[src/rtl/dbgcs_pkg.sv]
package dbgcs_pkg;
    localparam int IR_W     = 10;
    localparam int SEL_W    = 8;
    localparam logic [SEL_W-1:0] SEL_NONE = '1;

    // core status vector indices
    localparam int CS_CLK   = 0;
    localparam int CS_RSTN  = 1;
    localparam int CS_HALT  = 2;
    localparam int CS_STOP  = 3;
    localparam int CS_WAIT  = 4;
    localparam int CS_DBG   = 5;
    localparam int CS_IRQ   = 6;
    localparam int CS_N     = 7;

    typedef struct packed {
        logic             step;
        logic             leave;
        logic [SEL_W-1:0] sel;
    } cmd_t;

    typedef struct packed {
        logic one;
        logic zero_hi;
        logic waiting;
        logic debug;
        logic stopped;
        logic halted;
        logic in_reset;
        logic zero_lo;
        logic err;
        logic clk_on;
    } status_t;

    localparam cmd_t CMD_IDLE = '{step: 1'b0, leave: 1'b0, sel: SEL_NONE};

    function automatic status_t build_status(input logic [CS_N-1:0] cs, input logic err);
        status_t s;
        s.one      = 1'b1;
        s.zero_hi  = 1'b0;
        s.waiting  = cs[CS_WAIT];
        s.debug    = cs[CS_DBG];
        s.stopped  = cs[CS_STOP];
        s.halted   = cs[CS_HALT];
        s.in_reset = ~cs[CS_RSTN];
        s.zero_lo  = 1'b0;
        s.err      = err;
        s.clk_on   = cs[CS_CLK];
        return s;
    endfunction
endpackage

[src/rtl/dbgcs_sync.sv]
module dbgcs_sync #(
    parameter int W      = 1,
    parameter int STAGES = 2
) (
    input  logic         clk,
    input  logic         rst,
    input  logic [W-1:0] d,
    output logic [W-1:0] q
);
    logic [W-1:0] chain [STAGES];

    always_ff @(posedge clk) begin
        if (rst) chain[0] <= '0;
        else     chain[0] <= d;
    end

    for (genvar i = 1; i < STAGES; i++) begin : g_stage
        always_ff @(posedge clk) begin
            if (rst) chain[i] <= '0;
            else     chain[i] <= chain[i-1];
        end
    end

    assign q = chain[STAGES-1];
endmodule

[src/rtl/dbgcs_ir_shift.sv]
module dbgcs_ir_shift
    import dbgcs_pkg::*;
(
    input  logic            clk,
    input  logic            rst,
    input  logic            capture,
    input  logic            shift,
    input  logic            tdi,
    input  status_t         par_in,
    output logic [IR_W-1:0] sr,
    output logic            tdo
);
    always_ff @(posedge clk) begin
        if (rst)          sr <= '0;
        else if (capture) sr <= par_in;
        else if (shift)   sr <= {tdi, sr[IR_W-1:1]};
    end

    assign tdo = sr[0];
endmodule

[src/rtl/dbgcs_cmd_ctrl.sv]
module dbgcs_cmd_ctrl
    import dbgcs_pkg::*;
(
    input  logic clk,
    input  logic rst,
    input  logic update_ir,
    input  logic update_dr,
    input  cmd_t new_cmd,
    input  logic irq_s,
    output cmd_t cmd_q,
    output logic access_stb,
    output logic step_stb,
    output logic exit_stb,
    output logic err_q
);
    logic armed;
    logic fire;

    assign fire = update_dr && armed;

    always_ff @(posedge clk) begin
        if (rst) begin
            cmd_q      <= CMD_IDLE;
            armed      <= 1'b0;
            access_stb <= 1'b0;
            step_stb   <= 1'b0;
            exit_stb   <= 1'b0;
            err_q      <= 1'b0;
        end else begin
            access_stb <= fire && (cmd_q.sel != SEL_NONE);
            step_stb   <= fire && cmd_q.step;
            exit_stb   <= fire && cmd_q.leave;
            if (update_ir) begin
                cmd_q <= new_cmd;
                armed <= 1'b1;
            end else if (update_dr) begin
                armed <= 1'b0;
            end
            if (irq_s)                     err_q <= 1'b1;
            else if (fire && cmd_q.step)   err_q <= 1'b0;
        end
    end
endmodule

[src/rtl/dbg_cmd_stat.sv]
module dbg_cmd_stat
    import dbgcs_pkg::*;
#(
    parameter int SYNC_STAGES = 2
) (
    input  logic             tck,
    input  logic             rst,
    input  logic             st_capture_ir,
    input  logic             st_shift_ir,
    input  logic             st_update_ir,
    input  logic             st_update_dr,
    input  logic             tdi,
    output logic             tdo,
    input  logic             core_clk_on,
    input  logic             core_reset_n,
    input  logic             core_halted,
    input  logic             core_stopped,
    input  logic             core_waiting,
    input  logic             core_in_debug,
    input  logic             step_irq,
    output logic             cmd_step,
    output logic             cmd_exit,
    output logic [SEL_W-1:0] cmd_sel,
    output logic             access_stb,
    output logic             step_stb,
    output logic             exit_stb
);
    logic [CS_N-1:0] cs_raw;
    logic [CS_N-1:0] cs_s;
    logic [IR_W-1:0] ir_sr;
    logic            err_q;
    cmd_t            cmd_q;
    status_t         status;

    always_comb begin
        cs_raw          = '0;
        cs_raw[CS_CLK]  = core_clk_on;
        cs_raw[CS_RSTN] = core_reset_n;
        cs_raw[CS_HALT] = core_halted;
        cs_raw[CS_STOP] = core_stopped;
        cs_raw[CS_WAIT] = core_waiting;
        cs_raw[CS_DBG]  = core_in_debug;
        cs_raw[CS_IRQ]  = step_irq;
    end

    dbgcs_sync #(.W(CS_N), .STAGES(SYNC_STAGES)) sync_i (
        .clk (tck),
        .rst (rst),
        .d   (cs_raw),
        .q   (cs_s)
    );

    assign status = build_status(cs_s, err_q);

    dbgcs_ir_shift shift_i (
        .clk     (tck),
        .rst     (rst),
        .capture (st_capture_ir),
        .shift   (st_shift_ir),
        .tdi     (tdi),
        .par_in  (status),
        .sr      (ir_sr),
        .tdo     (tdo)
    );

    dbgcs_cmd_ctrl ctrl_i (
        .clk        (tck),
        .rst        (rst),
        .update_ir  (st_update_ir),
        .update_dr  (st_update_dr),
        .new_cmd    (cmd_t'(ir_sr)),
        .irq_s      (cs_s[CS_IRQ]),
        .cmd_q      (cmd_q),
        .access_stb (access_stb),
        .step_stb   (step_stb),
        .exit_stb   (exit_stb),
        .err_q      (err_q)
    );

    assign cmd_step = cmd_q.step;
    assign cmd_exit = cmd_q.leave;
    assign cmd_sel  = cmd_q.sel;
endmodule

[config.mk]
export PLATFORM = sky130hd
export DESIGN_NAME = dbg_cmd_stat
export DESIGN_NICKNAME = d
export VERILOG_FILES = /design/src/rtl/dbgcs_pkg.sv /design/src/rtl/dbgcs_sync.sv /design/src/rtl/dbgcs_ir_shift.sv /design/src/rtl/dbgcs_cmd_ctrl.sv /design/src/rtl/dbg_cmd_stat.sv
export SDC_FILE = /design/constraint.sdc
export NUM_CORES = 1
export LEC_CHECK = 0
export ABC_AREA = 1
export BUFFER_PORTS_ARGS = -buffer_cell sky130_fd_sc_hd__buf_2
export CORE_MARGIN = 8
export CORE_UTILIZATION = 25
export DETAILED_ROUTE_END_ITERATION = 12
export REMOVE_ABC_BUFFERS = 1
export SKIP_CTS_REPAIR_TIMING = 1
export SLEW_MARGIN = 10
export SYNTH_ARGS = -nofsm -noshare
export SYNTH_HDL_FRONTEND = slang
export SYNTH_SLANG_ARGS = --single-unit
[constraint.sdc]
create_clock -name tck -period 1.06 [get_ports tck]
set_input_delay 0.106 -clock tck [delete_from_list [all_inputs] [get_ports tck]]
set_output_delay 0.106 -clock tck [all_outputs]
set_load 0.02 [all_outputs]
==> impl_metrics.ini <==
[place]
hpwl_um = 2120
place_area_um2 = 1593
place_worst_setup_slack_ns = 0.1786
gp_congestion = 0.7506
dp_cells = 275
portBuffers = 27

[grt]
antenna_found_initial = 0
grt_max_degree = 15
grt_usage_pct = 7.174
grt_pass1_vias = 1070
grt_overflow = 0
grt_pass1_wl_um = 4899

[cts]
clock-sinks = 39
cts_tree = built
clkTransAtPathRegs_ns = 0.07
root_buffer = clkbuf_8
htree_num_levels = 2
clk_latency_ns = 0.28
cts_made_buffers = 5
cts_buffer_depth = 2

[timing]
setup-violations-final = 0
worst_pin_slew_ns = 0.3061
slew_headroom_pct = 79.57
setup_tns_ns = 0
skew_ns = 0.003933
fmax_mhz = 1065
rsz0062_at_grt = false
fin_crit_sh_pct = 88.60
final-hold-violation-count = 0
fin_ws_ns = 0.1208
final.min_clock_period_ns = 0.9392
maxSlewViolCount = 0
holdWs_ns = 0.02083

[finish]
drive_gt1_share_pct = 20.38
utilization_pct = 31.25
fin_cells = 283
n_antenna_cell = 0
final_cell_area_um2 = 1710
nets = 224
area_growth_pct = 21.73

[synth]
ys_ff_latch = 39
synthCells = 181
seq_area_frac_synth_pct = 55.57
syn_area_per_cell_um2 = 7.763
syn_area_um2 = 1405
ys_types = 14
ys_warn_count = 0

[routing]
drtIter0Drc = 116
first_pass_iters = 4
drc_errors = 0
vias = 1111
wirelength_um = 2748
wire_per_inst_um = 9.710
ant_nets = 0
avgViaCountPerCell = 3.926

[critical_path]
critPathMaxStageDelay_ns = 0.37
r2r_cells = 3
worst_setup_path_end_kind = primary output
path_class = register to primary output
critPathMaxFanout = 3
crit_family = flip-flops
worstPathArrival_ns = 0.83
critPathSlowestCell = dfxtp_1
worstPathRequired_ns = 0.95
start_kind = register
crit_cells = 1
critPathBufInv = 1
crit_chain = buf_2

[worst_hold_path]
hold_path_class = input port to register
hold_depth = 3

[job]
max-cap-violations = 0

[die]
die_h_um = 90.97
num_io_pins = 28
die_area_um2 = 8276
num_rows = 27
coreArea_um2 = 5473
die_w_um = 90.97
start_util_pct = 25.67

[pwr]
total_power_mw = 3.127
leakage_nw = 0.8241
peakVddDrop_mv = 0.5158
pwr_density_cell_nw_per_um2 = 1828

[outcome]
status = completed
-- placed cells by master (no fill, tap or decap) --
| cell type | Yosys | final |
|---|---|---|
| a21oi_1 | 8 | 8 |
| bufinv_16 | 0 | 1 |
| nor2_1 | 24 | 24 |
| a21oi_2 | 4 | 4 |
| inv_1 | 28 | 28 |
| nand2_1 | 49 | 49 |
| o21ai_0 | 6 | 6 |
| clkinv_2 | 0 | 1 |
| clkbuf_8 | 0 | 6 |
| buf_2 | 3 | 27 |
| o211ai_1 | 1 | 1 |
| dfxtp_1 | 39 | 39 |
| inv_2 | 1 | 1 |
| nor2_4 | 1 | 1 |
| buf_4 | 2 | 2 |
| nand3_1 | 13 | 13 |
-- state kept, by name, indices dropped and copies added (netlist names) --
register	flops
ctrl_i.access_stb	1
ctrl_i.armed	1
ctrl_i.cmd_q	10
ctrl_i.err_q	1
ctrl_i.exit_stb	1
ctrl_i.step_stb	1
shift_i.sr	10
sync_i.chain	14
-- power by group --
part	internal (mW)	leakage [nW]	total [mW]	switching, mW
Combinational	0.104	0.440	0.284	0.180
Sequential	1.55	0.323	1.59	0.0446
Clock	0.761	0.0612	1.25	0.489
Total	2.41	0.824	3.13	0.714
-- logic make-up after synthesis --
logic type / share of synthesized area [%]
simple gates: 24.93
flops: 55.57
buf+inv: 11.49
compound gates: 8.014
-- cell type report --
class | count | area [µm²]
Tap cell | 72 | 90.09
Multi-Input combinational cell | 106 | 462.9
Sequential cell | 39 | 780.7
Inverter | 29 | 108.9
Clock inverter | 2 | 35.03
Clock buffer | 6 | 82.58
Fill cell | 598 | 3762
Timing Repair Buffer | 29 | 150.1
-- final timing paths --
check	start	endpoint	slack, ns
max	ctrl_i.cmd_q[0]	cmd_sel[0]	0.12
min reg2reg	sync_i.chain[0][3]	sync_i.chain[1][3]	0.40
max reg2reg	ctrl_i.cmd_q[9]	ctrl_i.err_q	0.29
min	core_stopped	sync_i.chain[0][3]	0.02
-- cell usage after synthesis --
library cell,n,share of area (%)
a21oi_1,8,2.8
a21oi_2,4,2.5
buf_2,3,1.1
buf_4,2,1.1
buf_6,2,1.6
dfxtp_1,39,56
inv_1,28,7.5
inv_2,1,0.27
nand2_1,49,13
nand3_1,13,4.6
nor2_1,24,6.4
nor2_4,1,0.80
o211ai_1,1,0.53
o21ai_0,6,2.1
-- per-layer routing --
metal  track usage (%)  vias up  share of wire (%)
li1                  -      602                  -
met1             8.313      474                 47
met2             10.82       30                 44
met3             4.115        5                8.1
met4             2.456        0               0.95
met5                 0        -                  0
No activity file was read; power rests on OpenSTA's default activity.
